**src/rtl/spi_dbg_pkg.sv**
```systemverilog
package spi_dbg_pkg;
  localparam int unsigned BYTE_W = 8;
  typedef logic [BYTE_W-1:0] byte_t;
endpackage

```
**src/rtl/spi_dbg_sync.sv**
```systemverilog
module spi_dbg_sync #(
  parameter int unsigned W      = 3,
  parameter int unsigned STAGES = 2,
  parameter logic [W-1:0] RST   = '0
) (
  input  logic         clk_i,
  input  logic         rst_ni,
  input  logic [W-1:0] d_i,
  output logic [W-1:0] q_o
);
  logic [W-1:0] stg [STAGES];

  always_ff @(posedge clk_i or negedge rst_ni) begin
    if (!rst_ni) stg[0] <= RST;
    else         stg[0] <= d_i;
  end

  for (genvar s = 1; s < STAGES; s++) begin : g_stage
    always_ff @(posedge clk_i or negedge rst_ni) begin
      if (!rst_ni) stg[s] <= RST;
      else         stg[s] <= stg[s-1];
    end
  end

  assign q_o = stg[STAGES-1];
endmodule

```
**src/rtl/spi_dbg_fifo.sv**
```systemverilog
module spi_dbg_fifo
  import spi_dbg_pkg::*;
#(
  parameter int unsigned DEPTH = 16
) (
  input  logic  clk_i,
  input  logic  rst_ni,
  input  logic  push_i,
  input  byte_t wdata_i,
  input  logic  pop_i,
  output byte_t head_o,
  output logic  full_o,
  output logic  empty_o,
  output logic  overflow_o
);
  localparam int unsigned AW = (DEPTH > 1) ? $clog2(DEPTH) : 1;
  localparam int unsigned CW = $clog2(DEPTH + 1);

  byte_t         mem [DEPTH];
  logic [AW-1:0] wr_ptr, rd_ptr;
  logic [CW-1:0] count;
  logic          do_push, do_pop;

  assign full_o  = (count == CW'(DEPTH));
  assign empty_o = (count == '0);
  assign do_push = push_i && !full_o;
  assign do_pop  = pop_i && !empty_o;
  assign head_o  = mem[rd_ptr];

  function automatic logic [AW-1:0] inc(input logic [AW-1:0] p);
    return (p == AW'(DEPTH - 1)) ? '0 : p + 1'b1;
  endfunction

  always_ff @(posedge clk_i) begin
    if (do_push) mem[wr_ptr] <= wdata_i;
  end

  always_ff @(posedge clk_i or negedge rst_ni) begin
    if (!rst_ni) begin
      wr_ptr     <= '0;
      rd_ptr     <= '0;
      count      <= '0;
      overflow_o <= 1'b0;
    end else begin
      if (do_push) wr_ptr <= inc(wr_ptr);
      if (do_pop)  rd_ptr <= inc(rd_ptr);
      if (do_push && !do_pop)      count <= count + 1'b1;
      else if (do_pop && !do_push) count <= count - 1'b1;
      if (push_i && full_o) overflow_o <= 1'b1;
    end
  end
endmodule

```
**src/rtl/spi_dbg_engine.sv**
```systemverilog
module spi_dbg_engine
  import spi_dbg_pkg::*;
(
  input  logic  clk_i,
  input  logic  rst_ni,
  input  logic  cpol_i,
  input  logic  cpha_i,
  input  logic  sck_i,
  input  logic  cs_ni,
  input  logic  mosi_i,
  input  byte_t head_i,
  input  logic  head_vld_i,
  output logic  pop_o,
  output logic  miso_o,
  output logic  active_o,
  output logic  underflow_o,
  output byte_t rx_data_o,
  output logic  rx_valid_o
);
  localparam int unsigned CW = $clog2(BYTE_W);

  logic          act, act_q, sck_n, sck_n_q;
  logic          start, lead, trail, samp, shft, load;
  logic [CW-1:0] bit_cnt;
  logic          last_bit, tx_real;
  byte_t         tx_sh, rx_sh;

  // normalise SCK so a rising sck_n is always the leading edge
  assign act      = !cs_ni;
  assign sck_n    = sck_i ^ cpol_i;
  assign start    = act && !act_q;
  assign lead     = act && act_q && sck_n && !sck_n_q;
  assign trail    = act && act_q && !sck_n && sck_n_q;
  assign samp     = cpha_i ? trail : lead;
  assign shft     = cpha_i ? lead : trail;
  assign load     = start || (shft && bit_cnt == '0);
  assign last_bit = (bit_cnt == CW'(BYTE_W - 1));
  assign pop_o    = samp && bit_cnt == '0 && tx_real;
  assign miso_o   = tx_sh[BYTE_W-1];
  assign active_o = act;

  always_ff @(posedge clk_i or negedge rst_ni) begin
    if (!rst_ni) begin
      act_q       <= 1'b0;
      sck_n_q     <= 1'b0;
      bit_cnt     <= '0;
      tx_sh       <= '0;
      tx_real     <= 1'b0;
      rx_sh       <= '0;
      rx_data_o   <= '0;
      rx_valid_o  <= 1'b0;
      underflow_o <= 1'b0;
    end else begin
      act_q      <= act;
      sck_n_q    <= sck_n;
      rx_valid_o <= 1'b0;
      if (start) underflow_o <= 1'b0;
      // head is only peeked here; consumption happens at first sample
      if (load) begin
        tx_sh   <= head_vld_i ? head_i : '0;
        tx_real <= head_vld_i;
      end else if (shft) begin
        tx_sh <= {tx_sh[BYTE_W-2:0], 1'b0};
      end
      if (!act) begin
        bit_cnt <= '0;
      end else if (samp) begin
        rx_sh   <= {rx_sh[BYTE_W-2:0], mosi_i};
        bit_cnt <= last_bit ? '0 : bit_cnt + 1'b1;
        if (bit_cnt == '0 && !tx_real) underflow_o <= 1'b1;
        if (last_bit) begin
          rx_data_o  <= {rx_sh[BYTE_W-2:0], mosi_i};
          rx_valid_o <= 1'b1;
        end
      end
    end
  end
endmodule

```
**src/rtl/spi_dbg_port.sv**
```systemverilog
module spi_dbg_port
  import spi_dbg_pkg::*;
#(
  parameter int unsigned DEPTH       = 16,
  parameter int unsigned SYNC_STAGES = 2
) (
  input  logic              clk_i,
  input  logic              rst_ni,
  input  logic              cpol_i,
  input  logic              cpha_i,
  input  logic              sck_i,
  input  logic              cs_ni,
  input  logic              mosi_i,
  output logic              miso_o,
  output logic              miso_oe_o,
  input  logic [BYTE_W-1:0] msg_data_i,
  input  logic              msg_valid_i,
  output logic              q_full_o,
  output logic              q_empty_o,
  output logic              overflow_o,
  output logic              underflow_o,
  output logic [BYTE_W-1:0] rx_data_o,
  output logic              rx_valid_o
);
  logic [2:0] pins_s;
  byte_t      head;
  logic       pop;

  spi_dbg_sync #(.W(3), .STAGES(SYNC_STAGES), .RST(3'b010)) u_sync (
    .clk_i (clk_i),
    .rst_ni(rst_ni),
    .d_i   ({sck_i, cs_ni, mosi_i}),
    .q_o   (pins_s)
  );

  spi_dbg_fifo #(.DEPTH(DEPTH)) u_fifo (
    .clk_i     (clk_i),
    .rst_ni    (rst_ni),
    .push_i    (msg_valid_i),
    .wdata_i   (msg_data_i),
    .pop_i     (pop),
    .head_o    (head),
    .full_o    (q_full_o),
    .empty_o   (q_empty_o),
    .overflow_o(overflow_o)
  );

  spi_dbg_engine u_eng (
    .clk_i      (clk_i),
    .rst_ni     (rst_ni),
    .cpol_i     (cpol_i),
    .cpha_i     (cpha_i),
    .sck_i      (pins_s[2]),
    .cs_ni      (pins_s[1]),
    .mosi_i     (pins_s[0]),
    .head_i     (head),
    .head_vld_i (!q_empty_o),
    .pop_o      (pop),
    .miso_o     (miso_o),
    .active_o   (miso_oe_o),
    .underflow_o(underflow_o),
    .rx_data_o  (rx_data_o),
    .rx_valid_o (rx_valid_o)
  );
endmodule

```
**config.mk**
```make
export PLATFORM = sky130hd
export DESIGN_NAME = spi_dbg_port
export DESIGN_NICKNAME = d
export VERILOG_FILES = /design/src/rtl/spi_dbg_pkg.sv /design/src/rtl/spi_dbg_sync.sv /design/src/rtl/spi_dbg_fifo.sv /design/src/rtl/spi_dbg_engine.sv /design/src/rtl/spi_dbg_port.sv
export SDC_FILE = /design/constraint.sdc
export NUM_CORES = 1
export LEC_CHECK = 0
export CORE_MARGIN = 2
export CORE_UTILIZATION = 46
export CTS_BUF_LIST = sky130_fd_sc_hd__clkbuf_4 sky130_fd_sc_hd__clkbuf_8
export DETAILED_ROUTE_END_ITERATION = 10
export GPL_ROUTABILITY_DRIVEN = 0
export PLACE_DENSITY_LB_ADDON = 0.3
export SKIP_CTS_REPAIR_TIMING = 1
export SLEW_MARGIN = 20
export SYNTH_ARGS = -nofsm -noshare
export SYNTH_HDL_FRONTEND = slang
export SYNTH_SLANG_ARGS = --single-unit
```
**constraint.sdc**
```tcl
create_clock -name clk_i -period 4.1 [get_ports clk_i]
set_clock_uncertainty 0.2 [all_clocks]
set_input_delay 0.82 -clock clk_i [delete_from_list [all_inputs] [get_ports clk_i]]
set_output_delay 0.82 -clock clk_i [all_outputs]
set_load 0.02 [all_outputs]
```
After elaboration in Yosys (flattened, before gate mapping)
Memory sizes are Yosys's and may differ from the RTL's.
Cells that the tools add are included.
Widths: inputs -> output; s select.
{ "op_classes": {"eq_ne": 4, "mux": 21, "n_reduce_logical": 32, "n_addsub": 5, "bitwise_logic": 2} }
{ "op_table": {"columns": ["cell", "n"], "rows": [
  ["$mux 8", 3],
  ["$logic_and 1x1->1", 15],
  ["$mux 1", 11],
  ["$mux 5", 2],
  ["$logic_not 1->1", 9],
  ["$mux 3", 3],
  ["$add 4x1->4 const B", 2],
  ["$eq 4x4->1 const B", 2],
  ["$mux 4", 2],
  ["$reduce_bool 2->1", 3],
  ["$add 5x1->5 const B", 1],
  ["$eq 5x5->1 const B", 1],
  ["$logic_not 5->1", 1],
  ["$sub 5x1->5 const B", 1],
  ["$add 3x1->3 const B", 1],
  ["$eq 3x3->1 const B", 1],
  ["$logic_not 3->1", 1],
  ["$reduce_and 3->1", 1],
  ["$reduce_and 2->1", 1],
  ["$logic_or 1x1->1", 1],
  ["$not 1->1", 1],
  ["$xor 1x1->1", 1]
]} }
{ "word_totals": {"input_bits": 16, "ram_bits": 128, "wordCells": 80, "output_inout_bits": 15, "mem_count": 1, "ff_bits": 51} }
{ "mem_list": {"columns": ["memory", "depth", "width", "read_ports", "rd_ports_with_merged_regs", "wr", "line_no", "text"], "rows": [
  ["u_fifo.mem", 16, 8, 1, 0, 1, "spi_dbg_fifo.sv:19", "byte_t mem [DEPTH];"]
]} }

Depth between registers and ports, before layout
{ "logic_depth": {"word_depth": 11, "depth_mapped": 13, "depth_no_buf": 13} }

By module
A second synthesis with hierarchy kept.
{ "hier_totals": {"cells_unflattened": 457, "hier_area_um2": 7582.3} }
{ "by_module_without_submodules": {"columns": ["mod", "area_per_inst_um2", "seq_area_each_um2", "cells_per_inst", "n_inst"], "rows": [
  ["spi_dbg_fifo", 5906.9, 4194.0, 329, 1],
  ["spi_dbg_engine", 1496.4, 775.7, 118, 1],
  ["spi_dbg_sync", 175.2, 152.6, 9, 1],
  ["spi_dbg_port", 3.8, 0.0, 1, 1]
]} }

Worst setup path before layout
Ideal clock, no wire load.
{ "synth_timing": {"path_kind": "in2reg", "startpoint": "input port cpol_i", "endpoint": "register u_fifo.count[4]", "path_slack_ps": 870, "path_buffers": 0, "setup_ps": 123, "arrival_time_ps": 2907, "cell_stages": 12, "required_ps": 3777, "cell_sequence": "xor2_2 -> mux2i_1 -> nor4b_4 -> inv_1 -> ha_1 -> inv_1 -> fa_1 -> a21o_1 -> a21oi_1 -> xnor2_1 -> nor2_1 -> xnor2_1"} }
{ "synth_via": {"elab_chain_cells": 11, "elab_cells_between_ends": 15, "classes_between": "mux (2); bitwise (1); reduce/logical (12)"} }
{ "synth_rtl": {"columns": ["item", "line_no", "text"], "rows": [
  ["from (decl)", "spi_dbg_port.sv:9", "input logic cpol_i,"],
  ["$xor 1x1->1 (*)", "spi_dbg_engine.sv:30", "assign sck_n = sck_i ^ cpol_i;"],
  ["$logic_not 1->1", "spi_dbg_engine.sv:33", "assign trail = act && act_q && !sck_n && sck_n_q;"],
  ["$logic_and 1x1->1 (2 in a row)", "spi_dbg_engine.sv:33", null],
  ["$mux 1 (*)", "spi_dbg_engine.sv:34", "assign samp = cpha_i ? trail : lead;"],
  ["$logic_and 1x1->1 (*) (2 in a row)", "spi_dbg_engine.sv:38", "assign pop_o = samp && bit_cnt == '0 && tx_real;"],
  ["$logic_and 1x1->1 (*)", "spi_dbg_fifo.sv:27", "assign do_pop = pop_i && !empty_o;"],
  ["$logic_not 1->1", "spi_dbg_fifo.sv:47", "if (do_push && !do_pop) count <= count + 1'b1;"],
  ["$logic_and 1x1->1", "spi_dbg_fifo.sv:47", null],
  ["$mux 5 or $reduce_bool 2->1 (tied branches)", null, null],
  ["to (signal assigned)", "spi_dbg_fifo.sv:47", null],
  ["to (signal assigned)", "spi_dbg_fifo.sv:48", "else if (do_pop && !do_push) count <= count - 1'b1;"],
  ["to (decl)", "spi_dbg_fifo.sv:21", "logic [CW-1:0] count;"]
]} }
Mark *: on every way between the ends. The rest lies on a longest branch, timed or not.
A chain may end at the register's enable or synchronous reset.

Worst setup path in the final report
{ "layout_timing": {"startpoint": "input port cpol_i", "endpoint": "register u_fifo.count[4]"} }
{ "layout_via": {"elab_chain_cells": 11, "elab_cells_between_ends": 15, "classes_between": "mux (2); bitwise (1); reduce/logical (12)"} }
{ "layout_rtl": {"columns": ["item", "line_no", "text"], "rows": [
  ["$xor 1x1->1 (*)", "spi_dbg_engine.sv:30", null],
  ["named net u_eng.sck_n", "spi_dbg_engine.sv:22", "logic act, act_q, sck_n, sck_n_q;"],
  ["$logic_not 1->1", "spi_dbg_engine.sv:33", null],
  ["$logic_and 1x1->1 (2 in a row)", "spi_dbg_engine.sv:33", null],
  ["$mux 1 (*)", "spi_dbg_engine.sv:34", null],
  ["$logic_and 1x1->1 (*) (2 in a row)", "spi_dbg_engine.sv:38", null],
  ["$logic_and 1x1->1 (*)", "spi_dbg_fifo.sv:27", null],
  ["$logic_not 1->1", "spi_dbg_fifo.sv:47", null],
  ["$logic_and 1x1->1", "spi_dbg_fifo.sv:47", null],
  ["$mux 5 or $reduce_bool 2->1 (tied branches)", null, null]
]} }
The timed path passes the listed nets; every way through them passes the cells marked *.

==> results.sh <==
export IMPL_status="completed"
export IMPL_yosysTopAreaCellShare=0.530
export IMPL_irDropWorstVdd_uv=321
export IMPL_synth_common_cells="edfxtp_1, dfrtp_1, mux4_2"
export IMPL_power_density_nw_per_um2=588
export IMPL_avgSynthCellArea_um2=17.9
export IMPL_grt_usage=0.173
export IMPL_dp_hpwl_um=8620
export IMPL_setup_tns_ns=0
export IMPL_slowest_stage="clkdlybuf4s50_1"
export IMPL_num_rows=45
export IMPL_path_class="input pin to register"
export IMPL_p_leak_nw=2.93
export IMPL_stdcell_count=672
export IMPL_cts_max_path_buffers=2
export IMPL_antenna_cells=0
export IMPL_max_freq_mhz=288
export IMPL_cp_max_fo=4
export IMPL_clk_latency_ns=0.46
export IMPL_synth_warnings=0
export IMPL_cts_sinks=179
export IMPL_placedCellCount=640
export IMPL_place_ws_ns=0.188
export IMPL_placed_area_um2=7780
export IMPL_nNetsFinal=477
export IMPL_die_area_um2=16800
export IMPL_ys_ff_latch=179
export IMPL_reg2reg_from="u_fifo.count[1]"
export IMPL_start_util=0.474
export IMPL_boundaryPins=31
export IMPL_area_growth_syn_to_layout_pct=12.8
export IMPL_power_mw=4.81
export IMPL_ys_seq_area_frac=0.706
export IMPL_ys_types=46
export IMPL_slew_limit_headroom=0.354
export IMPL_htree_levels=4
export IMPL_cts_reportedPaths_clkPinSlew_ns=0.09
export IMPL_start_kind="input pin"
export IMPL_crit_chain="clkdlybuf4s50_1 > xor2_2 > mux2i_1 > nor4b_4 > inv_1 > ha_1 > inv_1 > fa_1 > a21o_1 > a21oi_1 > xnor2_1 > nor2_1 > xnor2_1"
export IMPL_cts_tree="built"
export IMPL_crit_required_ns=4.25
export IMPL_wirelength_um=13100
export IMPL_critPathCaptureType="register"
export IMPL_drive_gt1_frac=0.213
export IMPL_synth_area_leader_cell="edfxtp_1"
export IMPL_synthesis_area_um2=7250
export IMPL_finalHoldViolCount=0
export IMPL_synth_async_reset_ratio=0.285
export IMPL_worstMarginPinSlew_ns=0.966
export IMPL_drc_errors=0
export IMPL_synthCells=406
export IMPL_synthesis_nets=435
export IMPL_crit_arrival_ns=3.62
export IMPL_worstHoldPathType="input pin to async pin"
export IMPL_dieHeight_um=130
export IMPL_grt_pass1_vias=3723
export IMPL_yosysMostFrequentCell="edfxtp_1"
export IMPL_ant_nets=0
export IMPL_maxSlewViolCount=0
export IMPL_maxCapViolCount=0
export IMPL_via_per_inst=5.37
export IMPL_critPathLaunch="cpol_i"
export IMPL_grt_max_degree=37
export IMPL_utilization=0.534
export IMPL_synth_ff_type="edfxtp_1"
export IMPL_gr_total_overflow=0
export IMPL_hold_ws_ns=0.0792
export IMPL_finalSetupViolCount=0
export IMPL_netlist_top_cells_area="edfxtp_1, dfrtp_1, mux4_2, a22oi_1, ha_1"
export IMPL_layout_setup_ws_ns=0.630
export IMPL_drt_iter0_markers=261
export IMPL_grt_antenna_before_repair=0
export IMPL_cts_root_buf="clkbuf_8"
export IMPL_vias=3611
export IMPL_slowest_delay_ns=0.51
export IMPL_fp_dieW_um=130
export IMPL_cts_made_buffers=17
export IMPL_firstDrtPassIters=4
export IMPL_grt_pass1_wl_um=21000
export IMPL_synth_edf_count=128
export IMPL_fin_crit_ns=3.47
export IMPL_rsz0062_at_grt="false"
export IMPL_wire_per_inst_um=19.4
export IMPL_port_buffers=30
export IMPL_finalCritPeriodShare=0.846
export IMPL_stdcell_area_um2=8180
export IMPL_coreArea_um2=15300
==> path summary, 6_finish.rpt <==
path                                   end  slack (ns)  cells after the start
setup / recovery           u_fifo.count[4]        0.63                     13
hold / removal              u_eng.rx_sh[6]        0.08                      1
setup reg to reg           u_fifo.count[4]        0.98                     12
hold reg to reg              u_sync.q_o[0]        0.16                      0
max in group asynchronous    u_sync.stg[4]        2.81                      2
min in group clk_i           u_sync.q_o[0]        0.16                      0
==> logic make-up (layout without fill, tap and decap cells) <==
| kind of cell | Yosys count | after routing | share of synthesized area |
|---|---|---|---|
| buffers and inverters | 27 | 82 | 0.0204 |
| xor gates and xnor gates | 8 | 8 | 0.0107 |
| and+or+nand+nor | 74 | 74 | 0.0514 |
| adders and majority gates | 13 | 13 | 0.0235 |
| muxes | 52 | 52 | 0.135 |
| DFF | 179 | 179 | 0.706 |
| AOI/OAI and AO/OA | 53 | 53 | 0.0525 |
==> state kept, by name (all words and copies together), names as in the netlist, 3 cells and up <==
| register | flops |
|---|---|
| u_eng.bit_cnt | 3 |
| u_eng.rx_data_o | 8 |
| u_sync.stg | 3 |
| u_fifo.wr_ptr | 4 |
| u_eng.rx_sh | 7 |
| u_eng.tx_sh | 8 |
| u_fifo.rd_ptr | 4 |
| u_fifo.mem | 128 |
| u_fifo.count | 5 |
| u_sync.q_o | 3 |
==> placed cells by master, fill, tap and decap left out, types with 12 or more instances in the layout <==
| cell type | synthesis | routed |
|---|---|---|
| clkbuf_8 | 0 | 18 |
| mux4_2 | 32 | 32 |
| ha_1 | 12 | 12 |
| edfxtp_1 | 128 | 128 |
| a22oi_1 | 21 | 21 |
| dfrtp_1 | 49 | 48 |
| nand2_1 | 21 | 21 |
| nor2_1 | 28 | 28 |
| clkdlybuf4s50_1 | 0 | 29 |
==> layout make-up <==
class | count | area, µm²
Fill cell | 1235 | 7130
Sequential cell | 179 | 5120
Multi-Input combinational cell | 200 | 1980
Timing Repair Buffer | 40 | 370
Clock buffer | 22 | 278
Tap cell | 211 | 264
Clock inverter | 10 | 126
Inverter | 10 | 37.5
==> worst max-delay path, delay by kind of cell <==
kind | cells | cell delay [ns]
buf+inv | 3 | 0.68
fa+ha+maj | 2 | 0.58
compound gates | 2 | 0.42
mux | 1 | 0.46
xor+xnor | 3 | 0.51
simple gates | 2 | 0.15
==> routing by layer <==
metal | up-vias | part of all wire | GRT usage
met1 | 1865 | 0.44 | 0.234
met3 | 10 | 0.054 | 0.0479
met4 | 0 | 0.011 | 0.0569
li1 | 1655 | - | -
met2 | 81 | 0.49 | 0.275
met5 | - | 0 | 0
==> where the power goes <==
group          internal [mW]  switching (mW)
clock                  0.592           0.619
sequential              2.20           0.161
combinational          0.584           0.651
Note: power is estimated with default switching activity, not from simulation.
